[src/rtl/dual_read_responder.sv]
module dual_read_responder #(
  parameter int DEPTH  = 256,
  parameter logic [7:0] OPCODE = 8'h3B,
  localparam int AW    = $clog2(DEPTH)
) (
  input  logic          clk,
  input  logic          rst_n,
  input  logic          cs_n,
  input  logic          sck,
  input  logic          io0_in,
  output logic          io0_out,
  output logic          io0_oe,
  output logic          io1_out,
  output logic          io1_oe,
  input  logic          wr_en,
  input  logic [AW-1:0] wr_addr,
  input  logic [7:0]    wr_data
);

  localparam logic [5:0] DATA_START = 6'd40;

  logic [7:0]    mem [DEPTH];
  logic          sck_q;
  logic [5:0]    cnt;
  logic          bad;
  logic          oe;
  logic [1:0]    pidx;
  logic [23:0]   shreg;
  logic [AW-1:0] addr;
  logic [1:0]    pair;
  logic [7:0]    byte_q;

  wire rise   = sck & ~sck_q;
  wire fall   = ~sck & sck_q;
  wire in_data = (cnt == DATA_START) && !bad;

  always_ff @(posedge clk)
    if (wr_en) mem[wr_addr] <= wr_data;

  always_ff @(posedge clk) begin
    if (!rst_n) begin
      sck_q  <= 1'b0;
      cnt    <= '0;
      bad    <= 1'b0;
      oe     <= 1'b0;
      pidx   <= '0;
      shreg  <= '0;
      addr   <= '0;
      pair   <= '0;
      byte_q <= '0;
    end else begin
      sck_q <= sck;
      if (cs_n) begin
        cnt  <= '0;
        bad  <= 1'b0;
        oe   <= 1'b0;
        pidx <= '0;
      end else begin
        if (rise && cnt != DATA_START) begin
          cnt   <= cnt + 6'd1;
          shreg <= {shreg[22:0], io0_in};
          if (cnt == 6'd7 && {shreg[6:0], io0_in} != OPCODE) bad <= 1'b1;
          if (cnt == 6'd31) addr <= {shreg[AW-2:0], io0_in};
        end
        if (fall && in_data) begin
          oe   <= 1'b1;
          pidx <= pidx + 2'd1;
          if (pidx == 2'd0) begin
            pair   <= mem[addr][7:6];
            byte_q <= {mem[addr][5:0], 2'b00};
            addr   <= addr + 1'b1;
          end else begin
            pair   <= byte_q[7:6];
            byte_q <= {byte_q[5:0], 2'b00};
          end
        end
      end
    end
  end

  assign io1_out = pair[1];
  assign io0_out = pair[0];
  assign io0_oe  = oe;
  assign io1_oe  = oe;

  AST_DRIVE_AFTER_DUMMY: assert property (@(posedge clk) disable iff (!rst_n)
    io0_oe |-> (cnt == DATA_START));
  AST_SILENT_ON_BAD_CMD: assert property (@(posedge clk) disable iff (!rst_n)
    bad |-> !io0_oe && !io1_oe);
  AST_HIZ_DESELECT: assert property (@(posedge clk) disable iff (!rst_n)
    cs_n |=> !io0_oe && !io1_oe);
  AST_PAIR_ON_FALL: assert property (@(posedge clk) disable iff (!rst_n)
    !fall |=> $stable({io1_out, io0_out}));
  AST_ADDR_STEP: assert property (@(posedge clk) disable iff (!rst_n)
    (fall && in_data && !cs_n && pidx == 2'd0) |=> addr == $past(addr) + 1'b1);

endmodule

[config.mk]
export PLATFORM = sky130hd
export DESIGN_NAME = dual_read_responder
export DESIGN_NICKNAME = d
export VERILOG_FILES = /design/src/rtl/dual_read_responder.sv
export SDC_FILE = /design/constraint.sdc
export NUM_CORES = 2
export LEC_CHECK = 0
export BUFFER_PORTS_ARGS = -buffer_cell sky130_fd_sc_hd__buf_2
export CORE_ASPECT_RATIO = 0.5
export CORE_MARGIN = 3
export CORE_UTILIZATION = 63
export CTS_CLUSTER_SIZE = 25
export DETAILED_ROUTE_END_ITERATION = 8
export PLACE_DENSITY = 0.78
export SKIP_CTS_REPAIR_TIMING = 1
export SLEW_MARGIN = 20
export SYNTH_ARGS = -nofsm -noshare
export SYNTH_HDL_FRONTEND = slang
export SYNTH_SLANG_ARGS = --single-unit
[constraint.sdc]
create_clock -name clk -period 3.3 [get_ports clk]
set_input_delay 0.66 -clock clk [delete_from_list [all_inputs] [get_ports clk]]
set_output_delay 0.66 -clock clk [all_outputs]
set_load 0.05 [all_outputs]
==> metrics.md <==
| Metric | Value |
|---|---|
| Count of unique library cells instantiated by Yosys | 72 |
| Clock sink count | 2090 |
| Area growth from synthesis to layout | 13.4% |
| CP max stage cell | sky130_fd_sc_hd__mux4_2 |
| Max-cap violations | 0 |
| Number of ports placed on the die boundary | 26 |
| CTS tree | done |
| Final cycle utilization of the critical path | 1.00 |
| Critical path required time | 3.97 ns |
| Multi-input logic area | 18000 sq um |
| Gr ovfl total | 0 |
| Largest vdd supply drop | 572 uV |
| Global routing usage summed across all routing layers | 0.344 |
| Worst min-delay path startpoint | sck |
| Power share of the combinational group | 0.015 |
| Setup violation total in the final timing report | 1 |
| Total Routed Length | 226 mm |
| Critical path's largest stage delay | 0.54 ns |
| Syn Nets | 4030 |
| Initial antenna violation count | 13 |
| Switching power | 0.0100 W |
| Syn Inst Count | 4004 |
| Proportion of register bits with asynchronous set or reset after synthesis | 0 |
| Area of the die | 135000 sq um |
| Crit path arrival time | 3.99 ns |
| Clock edge transition at the registers on the reported setup and hold paths | 0.07 ns |
| H-tree lvl count | 4 |
| Pin count of the biggest net entering global routing | 132 |
| Category of the worst setup path capture point | flip-flop |
| Hold Fails Final Rpt | 0 |
| Final GP Congestion | 0.921 |
| Number of buffers added on ports | 25 |
| Power Internal | 0.0396 W |
| Share of the synthesized area in the top cell type | 0.751 |
| Worst clock skew | 0.0388 ns |
| Cell area after technology mapping | 81900 sq um |
| Remaining number of nets flagged by the antenna check after routing | 0 |
| Clock period minus worst slack | 3.31 ns |
| Cell with the most instances after synthesis | sky130_fd_sc_hd__edfxtp_1 |
| Post-route standard cell area excluding fillers | 92800 sq um |
| Ys flop type | sky130_fd_sc_hd__edfxtp_1 |
| Length of the first detailed-routing pass in iterations | 6 |
| Peak clock frequency supported by timing | 302 MHz |
| Post-layout util | 0.728 |
| Die X | 516 um |
| CTS root buffer | sky130_fd_sc_hd__clkbuf_16 |
| Yosys warns | 0 |
| Hold Crit Class | primary input to flip-flop |
| Pre-CTS setup slack | -0.0611 ns |
| Hold Worst Slack | 0.107 ns |
| Startpoint type of the worst setup path | flip-flop |
| Vias in the first global route | 44600 |
| Largest area contributor in the synthesized netlist | sky130_fd_sc_hd__edfxtp_1 |
| Total negative slack | -0.0143 ns |
| Post-synthesis average cell area | 20.4 sq um |
| Path type of the worst setup path | flip-flop to flip-flop |
| Fraction of layout cells with a size suffix above 1 | 0.283 |
| Initial DRC Count | 8216 |
| Relative max-transition margin | 0.303 |
| Failing checks | setup timing |
| Fin nets | 4526 |
| Result of the run | finished, violations left |
| Highest fanout seen on the critical path | 14 |
| Power per Cell Area | 534 nW/um^2 |
| Max Slew Vio Count | 0 |
| Deepest clock path buffer count | 3 |
| Clock network fraction of total power | 0.397 |
| Area of all sequential standard cells | 62400 sq um |
| Most numerous cell types in the synthesized netlist | sky130_fd_sc_hd__edfxtp_1, sky130_fd_sc_hd__mux4_2, sky130_fd_sc_hd__nor2_1, sky130_fd_sc_hd__mux2i_1, sky130_fd_sc_hd__nand2_1 |
| Critical Path, Cell by Cell | buf_4 > buf_12 > buf_4 > mux4_2 > o22ai_1 > a31oi_1 > nor3_2 > nor4_1 > a31oi_1 > a21oi_1 |
| Seq cells post-synth | 2090 |
| Portion of the post-synthesis area used by sequential elements | 0.762 |
| Total placed instance area | 87400 sq um |
| Routed via count divided by cell count | 7.15 |
| Routed wirelength normalized by instance count | 35.6 um |
| Number of cell rows | 92 |
| Part of the power in registers | 0.588 |
| Latest clock arrival within the worst-skew pair | 0.82 ns |
| Number of synthesized flops with an enable pin | 2048 |
| Tightest Pin Transition | 1.04 ns |
| Crit path setup slack, layout | -0.0143 ns |
| First-pass GRT wire length | 324 mm |
| DRC violations left | 0 |
| CORE AREA | 127000 sq um |
| Number of inserted filler cells in the final layout | 6769 |
| Starting density of the core | 0.642 |
| Half-perimeter wire length of the detailed placement result | 139 mm |
| Switching power as a share of total power | 0.202 |
| Leakage power of the design | 29.2 nW |
| Chip Height | 261 um |
| Ranking of synthesized cells by area | sky130_fd_sc_hd__edfxtp_1, sky130_fd_sc_hd__mux4_2, sky130_fd_sc_hd__mux2i_1 |
| Overall via count from detail_route | 45400 |
| Number of buffers inserted during clock tree synthesis | 170 |
-- worst max-delay path, delay by kind of cell, from the launching register on --
family	cells	cell delay, ns
DFF	1	0.40
AOI/OAI and AO/OA	4	1.08
and+or+nand+nor	2	0.42
buffers and inverters	3	0.70
muxes	1	0.54
-- path summary, 6_finish.rpt --
| path | to | slack (ns) | cells after the start |
|---|---|---|---|
| worst min-delay path | sck_q | 0.11 | 2 |
| worst max register to register | byte_q[6] | -0.01 | 10 |
| worst max-delay path | byte_q[6] | -0.01 | 10 |
| worst min register to register | byte_q[2] | 0.47 | 2 |
-- layout make-up --
class | instances | area share
Sequential cell | 2090 | 0.672
Multi-Input combinational cell | 1657 | 0.194
Timing Repair Buffer | 564 | 0.0533
Clock buffer | 216 | 0.0482
Tap cell | 1692 | 0.0228
Clock inverter | 98 | 0.00840
Inverter | 17 | 0.000714
Antenna cell | 14 | 0.000377
-- kinds of logic after synthesis --
| logic type | count (synthesis) | share of synthesized area |
|---|---|---|
| buffers and inverters | 257 | 0.0186 |
| DFF | 2090 | 0.762 |
| adders and majority gates | 4 | 0.000611 |
| muxes | 671 | 0.158 |
| AOI/OAI and AO/OA | 296 | 0.0249 |
| xor gates and xnor gates | 5 | 0.000535 |
| and+or+nand+nor | 681 | 0.0360 |
-- routing by layer --
layer  GRT usage  wire length (um)  up-vias
met3       0.126             37200      679
met1       0.477             77300    23100
met5           0                29        -
li1            -                 -    17500
met4       0.129              9550        4
met2       0.507            102000     4094
-- state kept, by name, summed over array words and instances (netlist names), named ones only --
signal	flops
cnt	6
sck_q	1
pair	2
bad	1
pidx	2
mem	2048
byte_q	6
addr	8
shreg	7
io0_oe	1
-- layout by cell type (no fill, tap or decap), drive strengths merged, types with 9 or more instances in the layout --
master and n:
nor3 19, nand2 152, diode 14, dfxtp 42
a22oi 21, nand2b 9, a21oi 53, o221ai 29
nor4 11, mux4 490, nand3 76, a211oi 15
nor2b 16, mux2 21, nor2 340, and2 10
inv 24, a31oi 15, o211ai 15, nand4 17
mux2i 160, buf 556, clkbuf 224, and3 9
clkinv 76, o22ai 39, edfxtp 2048, o21ai 42
-- power groups by stage --
stage | clock [W] | sequential, W | combinational, W
after floorplan | 0 | 0.0298 | 0.000111
after global placement | 0 | 0.0297 | 0.000665
after detailed placement | 0 | 0.0298 | 0.000713
after CTS | 0.0198 | 0.0292 | 0.000715
after global routing | 0.0207 | 0.0292 | 0.000771
final | 0.0197 | 0.0292 | 0.000739
-- per-stage QoR --
step | power [W] | std cells
2_1_floorplan | 0.0299 | 4004
3_3_place_gp | 0.0304 | 6010
3_5_place_dp | 0.0305 | 6010
4_1_cts | 0.0497 | 6324
5_1_grt | 0.0507 | 6335
6_report | 0.0496 | 6348
No activity file was read; power rests on OpenSTA's default activity.
